==> config.mk <==
export PLATFORM = sky130hd
export DESIGN_NAME = state_image_loader
export DESIGN_NICKNAME = d
export VERILOG_FILES = /design/src/rtl/sil_pkg.sv /design/src/rtl/sil_byte_packer.sv /design/src/rtl/sil_reg_bank.sv /design/src/rtl/state_image_loader.sv
export SDC_FILE = /design/constraint.sdc
export NUM_CORES = 1
export LEC_CHECK = 0
export BUFFER_PORTS_ARGS = -buffer_cell sky130_fd_sc_hd__buf_2
export CORE_MARGIN = 4
export CORE_UTILIZATION = 50
export CTS_BUF_LIST = sky130_fd_sc_hd__clkbuf_2 sky130_fd_sc_hd__clkbuf_4 sky130_fd_sc_hd__clkbuf_8
export CTS_CLUSTER_DIAMETER = 30
export DETAILED_ROUTE_END_ITERATION = 7
export GPL_ROUTABILITY_DRIVEN = 0
export PLACE_DENSITY = 0.77
export SYNTH_ARGS = -nofsm -noshare
export SYNTH_HDL_FRONTEND = slang
export SYNTH_SLANG_ARGS = --single-unit
==> constraint.sdc <==
create_clock -name clk -period 2.1 [get_ports clk]
set_input_delay 0.42 -clock clk [delete_from_list [all_inputs] [get_ports clk]]
set_output_delay 0.42 -clock clk [all_outputs]
set_load 0.01 [all_outputs]
==> src/rtl/sil_pkg.sv <==
package sil_pkg;
    localparam int BYTE_W    = 8;
    localparam int WORD_W    = 24;
    localparam int PTR_W     = 20;
    localparam int REG_SLOTS = 5;
    localparam int ACC_SLOT  = 1;
    localparam int DUMP_SLOT = 6;
    localparam int IDX_W     = 3;

    typedef enum logic [1:0] {
        S_LOAD = 2'd0,
        S_FILL = 2'd1,
        S_DONE = 2'd2,
        S_ERR  = 2'd3
    } ld_state_e;

    typedef enum logic [1:0] {
        ERR_NONE  = 2'd0,
        ERR_ALIGN = 2'd1,
        ERR_SHORT = 2'd2,
        ERR_OVFL  = 2'd3
    } ld_err_e;
endpackage

==> src/rtl/sil_byte_packer.sv <==
module sil_byte_packer
    import sil_pkg::*;
(
    input  logic              clk,
    input  logic              rst_n,
    input  logic              accept,
    input  logic [BYTE_W-1:0] data,
    output logic              word_end,
    output logic              word_fire,
    output logic [WORD_W-1:0] word
);
    localparam int BPW    = WORD_W / BYTE_W;
    localparam int PH_W   = $clog2(BPW);
    localparam int HOLD_W = WORD_W - BYTE_W;
    localparam logic [PH_W-1:0] PH_LAST = PH_W'(BPW - 1);

    logic [PH_W-1:0]   phase_q;
    logic [HOLD_W-1:0] hold_q;

    always_ff @(posedge clk or negedge rst_n) begin
        if (!rst_n) begin
            phase_q <= '0;
            hold_q  <= '0;
        end else if (accept) begin
            phase_q <= (phase_q == PH_LAST) ? '0 : phase_q + 1'b1;
            hold_q  <= {hold_q[HOLD_W-BYTE_W-1:0], data};
        end
    end

    assign word_end  = (phase_q == PH_LAST);
    assign word_fire = accept && word_end;
    assign word      = {hold_q, data};

    // byte phase never leaves its range
    p_phase_range_r1: assert property (@(posedge clk) disable iff (!rst_n)
        phase_q <= PH_LAST);
    // after a completed word the phase restarts at the first byte
    p_phase_wrap_r1: assert property (@(posedge clk) disable iff (!rst_n)
        word_fire |=> phase_q == '0);
endmodule

==> src/rtl/sil_reg_bank.sv <==
module sil_reg_bank
    import sil_pkg::*;
(
    input  logic              clk,
    input  logic              rst_n,
    input  logic              load,
    input  logic [IDX_W-1:0]  slot,
    input  logic [WORD_W-1:0] word,
    output logic [PTR_W-1:0]  iar_o,
    output logic [WORD_W-1:0] acc_o,
    output logic [PTR_W-1:0]  ra_o,
    output logic [PTR_W-1:0]  sp_o,
    output logic [PTR_W-1:0]  fp_o,
    output logic              warn
);
    localparam int NPTR = REG_SLOTS - 1;
    localparam int PAD_W = WORD_W - PTR_W;

    logic [PTR_W-1:0]  ptr_q [NPTR];
    logic [WORD_W-1:0] acc_q;
    logic              warn_q;

    for (genvar p = 0; p < NPTR; p++) begin : g_ptr
        localparam int SLOT = (p < ACC_SLOT) ? p : p + 1;
        always_ff @(posedge clk or negedge rst_n) begin
            if (!rst_n)
                ptr_q[p] <= '0;
            else if (load && slot == IDX_W'(SLOT))
                ptr_q[p] <= word[PTR_W-1:0];
        end
    end

    always_ff @(posedge clk or negedge rst_n) begin
        if (!rst_n) begin
            acc_q  <= '0;
            warn_q <= 1'b0;
        end else if (load) begin
            if (slot == IDX_W'(ACC_SLOT))
                acc_q <= word;
            else if (|word[WORD_W-1:WORD_W-PAD_W])
                warn_q <= 1'b1;
        end
    end

    assign iar_o = ptr_q[0];
    assign ra_o  = ptr_q[1];
    assign sp_o  = ptr_q[2];
    assign fp_o  = ptr_q[3];
    assign acc_o = acc_q;
    assign warn  = warn_q;

    // the warning flag never clears once set
    p_warn_sticky_r3: assert property (@(posedge clk) disable iff (!rst_n)
        warn_q |=> warn_q);
endmodule

==> src/rtl/state_image_loader.sv <==
module state_image_loader
    import sil_pkg::*;
#(
    parameter int ADDR_W = 20
) (
    input  logic              clk,
    input  logic              rst_n,
    input  logic              in_valid,
    output logic              in_ready,
    input  logic [7:0]        in_data,
    input  logic              in_last,
    output logic              mem_we,
    output logic [ADDR_W-1:0] mem_addr,
    output logic [23:0]       mem_wdata,
    output logic [19:0]       iar_o,
    output logic [23:0]       acc_o,
    output logic [19:0]       ra_o,
    output logic [19:0]       sp_o,
    output logic [19:0]       fp_o,
    output logic              warn,
    output logic              done,
    output logic              error,
    output logic [1:0]        err_code
);
    localparam logic [ADDR_W:0]  CNT_LAST = (ADDR_W+1)'((1 << ADDR_W) - 1);
    localparam logic [IDX_W-1:0] IDX_DUMP = IDX_W'(DUMP_SLOT);
    localparam logic [IDX_W-1:0] IDX_REGS = IDX_W'(REG_SLOTS);
    localparam logic [IDX_W-1:0] IDX_MINL = IDX_W'(REG_SLOTS - 1);

    ld_state_e         state_q, state_d;
    ld_err_e           err_q, err_d;
    logic [IDX_W-1:0]  widx_q;
    logic [ADDR_W:0]   cnt_q;
    logic              accept, word_end, word_fire, reg_load, do_write;
    logic              cnt_full, cnt_last;
    logic [WORD_W-1:0] word, wdata_d;
    logic              mem_we_q, wrote_q;
    logic [ADDR_W-1:0] mem_addr_q;
    logic [WORD_W-1:0] mem_wdata_q;

    assign in_ready = (state_q == S_LOAD);
    assign accept   = in_valid && in_ready;
    assign cnt_full = cnt_q[ADDR_W];
    assign cnt_last = (cnt_q == CNT_LAST);

    sil_byte_packer u_pack (
        .clk       (clk),
        .rst_n     (rst_n),
        .accept    (accept),
        .data      (in_data),
        .word_end  (word_end),
        .word_fire (word_fire),
        .word      (word)
    );

    sil_reg_bank u_regs (
        .clk   (clk),
        .rst_n (rst_n),
        .load  (reg_load),
        .slot  (widx_q),
        .word  (word),
        .iar_o (iar_o),
        .acc_o (acc_o),
        .ra_o  (ra_o),
        .sp_o  (sp_o),
        .fp_o  (fp_o),
        .warn  (warn)
    );

    always_comb begin
        state_d  = state_q;
        err_d    = err_q;
        do_write = 1'b0;
        reg_load = 1'b0;
        wdata_d  = word;
        unique case (state_q)
            S_LOAD: begin
                if (accept && in_last && !word_end) begin
                    state_d = S_ERR;
                    err_d   = ERR_ALIGN;
                end else if (word_fire) begin
                    reg_load = (widx_q < IDX_REGS);
                    if (widx_q == IDX_DUMP) begin
                        if (cnt_full) begin
                            state_d = S_ERR;
                            err_d   = ERR_OVFL;
                        end else begin
                            do_write = 1'b1;
                        end
                    end
                    if (in_last && state_d != S_ERR) begin
                        if (widx_q < IDX_MINL) begin
                            state_d = S_ERR;
                            err_d   = ERR_SHORT;
                        end else if (cnt_full || (do_write && cnt_last)) begin
                            state_d = S_DONE;
                        end else begin
                            state_d = S_FILL;
                        end
                    end
                end
            end
            S_FILL: begin
                do_write = 1'b1;
                wdata_d  = '0;
                if (cnt_last) state_d = S_DONE;
            end
            S_DONE: ;
            S_ERR:  ;
            default: ;
        endcase
    end

    // state register process
    always_ff @(posedge clk or negedge rst_n) begin
        if (!rst_n) begin
            state_q <= S_LOAD;
            err_q   <= ERR_NONE;
            widx_q  <= '0;
            cnt_q   <= '0;
        end else begin
            state_q <= state_d;
            err_q   <= err_d;
            if (word_fire && widx_q != IDX_DUMP) widx_q <= widx_q + 1'b1;
            if (do_write) cnt_q <= cnt_q + 1'b1;
        end
    end

    // output process
    always_ff @(posedge clk or negedge rst_n) begin
        if (!rst_n) begin
            mem_we_q    <= 1'b0;
            mem_addr_q  <= '0;
            mem_wdata_q <= '0;
            wrote_q     <= 1'b0;
        end else begin
            mem_we_q <= do_write;
            if (mem_we_q) wrote_q <= 1'b1;
            if (do_write) begin
                mem_addr_q  <= cnt_q[ADDR_W-1:0];
                mem_wdata_q <= wdata_d;
            end
        end
    end

    assign mem_we    = mem_we_q;
    assign mem_addr  = mem_addr_q;
    assign mem_wdata = mem_wdata_q;
    assign done      = (state_q == S_DONE);
    assign error     = (state_q == S_ERR);
    assign err_code  = err_q;

    // terminal outcomes are exclusive
    p_done_err_excl_r9: assert property (@(posedge clk) disable iff (!rst_n)
        !(done && error));
    // an error is held with its code and no write follows
    p_err_hold_r9: assert property (@(posedge clk) disable iff (!rst_n)
        error |=> error && $stable(err_code) && !mem_we);
    // back-to-back writes walk upward by one address
    p_addr_step_r4: assert property (@(posedge clk) disable iff (!rst_n)
        (mem_we && $past(mem_we)) |-> mem_addr == $past(mem_addr) + ADDR_W'(1));
    // the first write after reset targets address zero
    p_first_addr_r4: assert property (@(posedge clk) disable iff (!rst_n)
        (mem_we && !wrote_q) |-> mem_addr == '0);
    // every fill cycle emits a zero write
    p_fill_zero_r5: assert property (@(posedge clk) disable iff (!rst_n)
        (state_q == S_FILL) |=> mem_we && mem_wdata == '0);
    // once done has settled, no write occurs
    p_quiet_done_r5: assert property (@(posedge clk) disable iff (!rst_n)
        (done && $past(done)) |-> !mem_we);
endmodule

Yosys cells after proc, flatten, opt, wreduce, memory -nomap -nowiden
Cells that the tools add are included.
{"block": "totals", "register_bits": 196, "word_cells": 88, "inputBits": 12}
{"block": "classes", "n_reduce_logical": 22, "add_sub_neg": 3, "eq_ne": 14, "magnitude_cmp": 2, "bitwise": 1, "n_mux": 31}
{"operator": "2-bit two-way mux", "n": 18}
{"operator": "24-bit two-way mux", "n": 1}
{"operator": "21-bit by 1-bit adder with 21-bit output (second input constant)", "n": 1}
{"operator": "21-bit by 20-bit equality test with 1-bit output (second input constant)", "n": 1}
{"operator": "1-bit logical AND", "n": 11}
{"operator": "1-bit two-way mux", "n": 10}
{"operator": "2-bit equality test (second input constant)", "n": 3}
{"operator": "3-bit by 2-bit equality test with 1-bit output (second input constant)", "n": 2}
{"operator": "3-bit equality test (second input constant)", "n": 2}
{"operator": "3-bit less-than comparator (second input constant)", "n": 2}
{"operator": "3-bit AND reduction", "n": 2}
{"operator": "2-bit inequality test (second input constant)", "n": 2}
{"operator": "2-bit case mux with 2 select lines", "n": 1}
{"operator": "2-bit AND reduction", "n": 2}
{"operator": "2-bit nonzero test", "n": 2}
{"operator": "4-bit OR reduction", "n": 1}
{"operator": "3-bit by 1-bit adder with 3-bit output (second input constant)", "n": 1}
{"operator": "3-bit by 1-bit equality test with 1-bit output (second input constant)", "n": 1}
{"operator": "3-bit zero test", "n": 1}
{"operator": "3-bit by 1-bit inequality test with 1-bit output (second input constant)", "n": 1}
{"operator": "3-bit inequality test (second input constant)", "n": 1}
{"operator": "2-bit by 1-bit adder with 2-bit output (second input constant)", "n": 1}
{"operator": "2-bit by 1-bit equality test with 1-bit output (second input constant)", "n": 1}
{"operator": "2-bit zero test", "n": 1}
{"operator": "other kinds (4)", "n": 4}

Logic depth before layout (Yosys ltp)
{"block": "logic_depth", "word_depth": 14, "depth_mapped": 8, "depth_no_buf": 7}

By module
A second synthesis with hierarchy kept.
{"block": "hier_totals", "cells_unflattened": 564, "area_unflattened_um2": 7901.3}
{"mod": "sil_reg_bank", "area_per_inst_um2": 3960.0, "cells_each": 228, "instances": 1}
{"mod": "state_image_loader", "area_per_inst_um2": 3121.7, "cells_each": 285, "instances": 1}
{"mod": "sil_byte_packer", "area_per_inst_um2": 819.5, "cells_each": 51, "instances": 1}

Least setup slack after synthesis
OpenSTA, ideal clock, no wires.
{"block": "synth_path", "path_kind": "flip-flop to flip-flop", "startpoint": "register state_q[0]", "endpoint": "register mem_addr_q[10], in the netlist mem_addr[10]", "period_less_slack_ns": 1.979, "setup_time_ns": 0.125, "t_arrival_ns": 1.854, "t_required_ns": 1.975, "path_stages_with_launch": 8, "slack_ns": 0.121, "cell_sequence": "dfrtp_1 > buf_6 > or3b_1 > buf_6 > o31a_1 > buf_6 > buf_4 > mux2_2"}
{"block": "synth_via", "elab_chain_cells": 6, "word_cells_on_any_way": 9, "classes_between": "eq/ne (1); mux (3); reduce/logical (5)"}
{"element": "start: declaration", "line": "state_image_loader.sv:30", "source": "ld_state_e state_q, state_d;"}
{"element": "start signal: assignment", "line": "state_image_loader.sv:122", "source": "state_q <= state_d;"}
{"element": "2-bit zero test", "line": "state_image_loader.sv:41, state_image_loader.sv:76"}
{"element": "1-bit logical AND", "line": "state_image_loader.sv:42", "source": "assign accept = in_valid && in_ready;"}
{"element": "1-bit logical AND, on equally long branches", "line": "sil_byte_packer.sv:31, state_image_loader.sv:78"}
{"element": "1-bit two-way mux or 1-bit logical AND (tied branches)", "line": "state_image_loader.sv:81, state_image_loader.sv:78"}
{"element": "1-bit two-way mux", "line": "state_image_loader.sv:78", "source": "if (accept && in_last && !word_end) begin"}
{"element": "1-bit case mux with 2 select lines (*)", "line": "state_image_loader.sv:76", "source": "unique case (state_q)"}
{"element": "end signal: assignment", "line": "state_image_loader.sv:140", "source": "mem_addr_q <= cnt_q[ADDR_W-1:0];"}
{"element": "end: declaration", "line": "state_image_loader.sv:38", "source": "logic [ADDR_W-1:0] mem_addr_q;"}
Every way passes the cells marked *; elsewhere a longest branch is shown, timed or not.
A chain may end at the register's enable or synchronous reset.

Worst setup path in the final report
{"block": "layout_path", "startpoint": "register state_q[0]", "endpoint": "register mem_wdata_q[6], in the netlist mem_wdata[6]"}
{"block": "layout_via", "elab_chain_cells": 6, "word_cells_on_any_way": 10, "classes_between": "eq/ne (1); mux (4); reduce/logical (5)"}
{"element": "2-bit zero test", "line": "state_image_loader.sv:41, state_image_loader.sv:76"}
{"element": "1-bit logical AND", "line": "state_image_loader.sv:42"}
{"element": "1-bit logical AND, on equally long branches", "line": "sil_byte_packer.sv:31, state_image_loader.sv:78"}
{"element": "1-bit two-way mux or 1-bit logical AND (tied branches)", "line": "state_image_loader.sv:81, state_image_loader.sv:78"}
{"element": "1-bit two-way mux", "line": "state_image_loader.sv:78"}
{"element": "1-bit case mux with 2 select lines", "line": "state_image_loader.sv:76"}
{"element": "end signal: assignment", "line": "state_image_loader.sv:141", "source": "mem_wdata_q <= wdata_d;"}
{"element": "end: declaration", "line": "state_image_loader.sv:39", "source": "logic [WORD_W-1:0] mem_wdata_q;"}
Parallel ways exist; a longest one is shown, timed or not.

==> flow_metrics.py <==
metrics = {
    "sta": {
        "hold_viol": 0,
        "finalMaxSlewViolations": 0,
        "holdWs_ns": 0.2377,
        "rsz0062_at_grt": "false",
        "finalCritPeriodShare_pct": 94.31,
        "setup-violations-final": 0,
        "setup_tns_ns": 0,
        "slew-limit-headroom_pct": 69.11,
        "tightest_slew_ns": 0.4634,
        "clock.fmax_mhz": 504.9,
        "fin_skew_ns": 0.01206,
        "fin_crit_ns": 1.980,
    },
    "yosys": {
        "syn_inst": 611,
        "synth_edf_count": 0,
        "synth-seq-area-share_pct": 61.92,
        "ys_ff_latch": 196,
        "synth_most_common_cell": "dfrtp_1",
        "syn_avg_cell_area_um2": 12.96,
        "yosysWarnings": 0,
        "synthArstFlopShare_pct": 100.0,
        "netlist.area_leader.share_pct": 61.92,
        "synth_cell_type_count": 47,
        "yosys.area.top_type": "dfrtp_1",
        "yosys-top-cells-count": "dfrtp_1 (196), mux2_2 (124), nand2_1 (117)",
        "ys.flop_type": "dfrtp_1",
        "syn_nets": 629,
        "syn_area_mm2": 0.007921,
        "synthTopCellsByArea": "dfrtp_1 (62%), mux2_2 (18%), nand2_1 (5.5%)",
    },
    "placement": {
        "dp.cells": 988,
        "dpl.hpwl_um": 13480,
        "port_buffers": 166,
        "dpl_cell_area_mm2": 0.009181,
    },
    "setup_path": {
        "worstPathArrival_ns": 2.33,
        "slowest_delay_ns": 0.47,
        "critPathMostFrequentCell": "buf_4",
        "cp.required_ns": 2.45,
        "reg2regPathDepth": 6,
        "cp_slowest_cell": "or3b_1",
        "crit_fanout": 21,
        "reg2reg_to": "mem_wdata[6]",
        "rrSetupSlack_ns": 0.12,
        "path_cells": "or3b_1 -> buf_4 -> or3_1 -> buf_4 -> nand2_1 -> a21oi_1",
        "cp-end-kind": "flop",
        "crit_type": "reg -> reg",
        "r2r_start": "state_q[0]",
        "worst_setup_path_start_kind": "flop",
    },
    "detailed_routing": {
        "wl_per_cell_um": 18.42,
        "firstDrtPassIters": 4,
        "drc": 0,
        "wl_um": 18820,
        "antenna_left": 0,
        "via_per_inst": 5.330,
        "vias": 5447,
        "first_iter_violations": 312,
    },
    "finish": {
        "finish.cell_count_without_fillers": 1022,
        "diodes": 0,
        "finish.net_count": 816,
        "fin_area_mm2": 0.009595,
        "drive_gt1_share_pct": 45.62,
        "area_growth_pct": 21.13,
    },
    "cts": {
        "ctsResizeCount": 0,
        "clk_pin_slew_ns": 0.10,
        "cts_buffers": 17,
        "cts_root_buffer": "clkbuf_8",
        "cts_max_level": 4,
        "cts.sinks": 196,
        "cts_tree": "done",
        "ctsLongestPathBuffers": 2,
        "clock_latency_ns": 0.47,
    },
    "global_route": {
        "grt_max_degree": 59,
        "grt_pass1_wl_um": 30610,
        "grt_overflow_total": 0,
        "grt_antenna_before_repair": 0,
        "first_global_vias": 5700,
        "track_usage_pct": 21.78,
    },
    "power_and_ir_drop": {
        "peakVddDrop_mv": 0.4875,
        "power_w": 0.008491,
        "p_leak_nw": 5.135,
        "power_density_mw_per_mm2": 884.9,
    },
    "worst_hold_path": {
        "min_path_cells": 3,
        "hp-class": "in -> reg",
        "min_to": "mem_wdata[3]",
        "hp-start": "in_data[3]",
    },
    "floorplanning": {
        "io_pins": 167,
        "fp.dieW_um": 133.9,
        "initial_utilization_pct": 51.53,
        "dieArea_mm2": 0.01792,
        "core_area_mm2": 0.01537,
        "die_h_um": 133.9,
        "row_count": 45,
    },
    "outcome": {
        "outcome": "completed",
    },
    "flow_run": {
        "drv_cap": 0,
    },
}
## cells by family after synthesis
| kind of cell | share of synthesized area [%] |
|---|---|
| flip-flops | 61.92 |
| AND/OR/NAND/NOR | 11.28 |
| XOR/XNOR | 2.322 |
| buffers and inverters | 2.338 |
| adder cells (fa/ha/maj) | 0.9477 |
| AO/OA/AOI/OAI | 3.570 |
| multiplexers | 17.63 |
## worst max-delay path: cells and delay by family, from the launching register on
kind | cells | cell delay [ns]
AND/OR/NAND/NOR | 3 | 0.95
buffers and inverters | 2 | 0.46
flip-flops | 1 | 0.39
AO/OA/AOI/OAI | 1 | 0.07
## state kept, by name, summed over array words and instances (netlist names)
register and count:
u_regs.warn 1, u_regs.acc_o 24, widx_q 3, state_q 2, u_pack.phase_q 2, mem_we 1, err_code 2, u_regs.ra_o 20
mem_addr 20, cnt_q 21, mem_wdata 24, u_pack.hold_q 16, u_regs.iar_o 20, u_regs.fp_o 20, u_regs.sp_o 20
## report_power, final
| group | switching (W) | internal (W) |
|---|---|---|
| clock | 0.00132 | 0.00107 |
| combinational | 0.000799 | 0.000605 |
| sequential | 0.000537 | 0.00416 |
## metal layers
metal	GRT usage [%]	share of wire, %
met4	8.057	1.8
met1	28.63	43
met2	35.43	49
met5	0	0
met3	5.251	6.1
## timing repair
action,4_1_cts,5_1_grt
hold endpoints to repair,51,0
setup buffers,0,1
setup endpoints to repair,0,24
hold buffers,1,0
## placed cells by master (no fill, tap or decap), drive strengths merged, types with 2 or more instances in the layout
cell      Yosys  routed
o21ai        10      10
nand3        10      10
nand2       117     117
a21oi        30      30
clkinvlp      0       2
nor4b         2       2
nand4         6       6
xor2         11      11
or2           2       2
nand2b        2       2
nor3         11      11
ha            6       6
buf          10     195
or3           3       3
nor2         11      11
inv           6      11
clkinv        1       4
dfrtp       196     196
clkbuf       19      22
mux2        124     124
nor3b         3       3
nand3b        2       2
nor4          3       3
xnor2        10      10
nor2b         2       2
## stage by stage
step | worst slack (ns) | util (%)
3_3_place_gp | 0.07038 | 59.73
6_report | 0.1195 | 62.43
3_5_place_dp | 0.01254 | 59.73
5_1_grt | 0.02628 | 62.43
2_1_floorplan | 0.1214 | -
4_1_cts | 0.06646 | 62.38
## worst max path at each step
stage,start,endpoint,slack [ns],depth (start not counted)
floorplan,state_q[0],mem_addr[10],0.12,7
global placement,in_valid,mem_wdata[3],0.07,7
detailed placement,in_valid,mem_wdata[6],0.01,7
CTS,widx_q[0],mem_addr[9],0.07,6
global route,state_q[0],mem_wdata[0],0.03,6
finish,state_q[0],mem_wdata[6],0.12,6
## area by class of cell
cell class / count / area (µm²)
inverters: 7 / 26.28
flip-flops and latches: 196 / 4905
clock inverters: 11 / 113.9
fillers: 1201 / 5776
multi-input cells: 379 / 2841
repair buffers: 197 / 1162
clock buffers: 21 / 282.8
well taps: 211 / 264.0
Power figures use the tool's default switching activity.
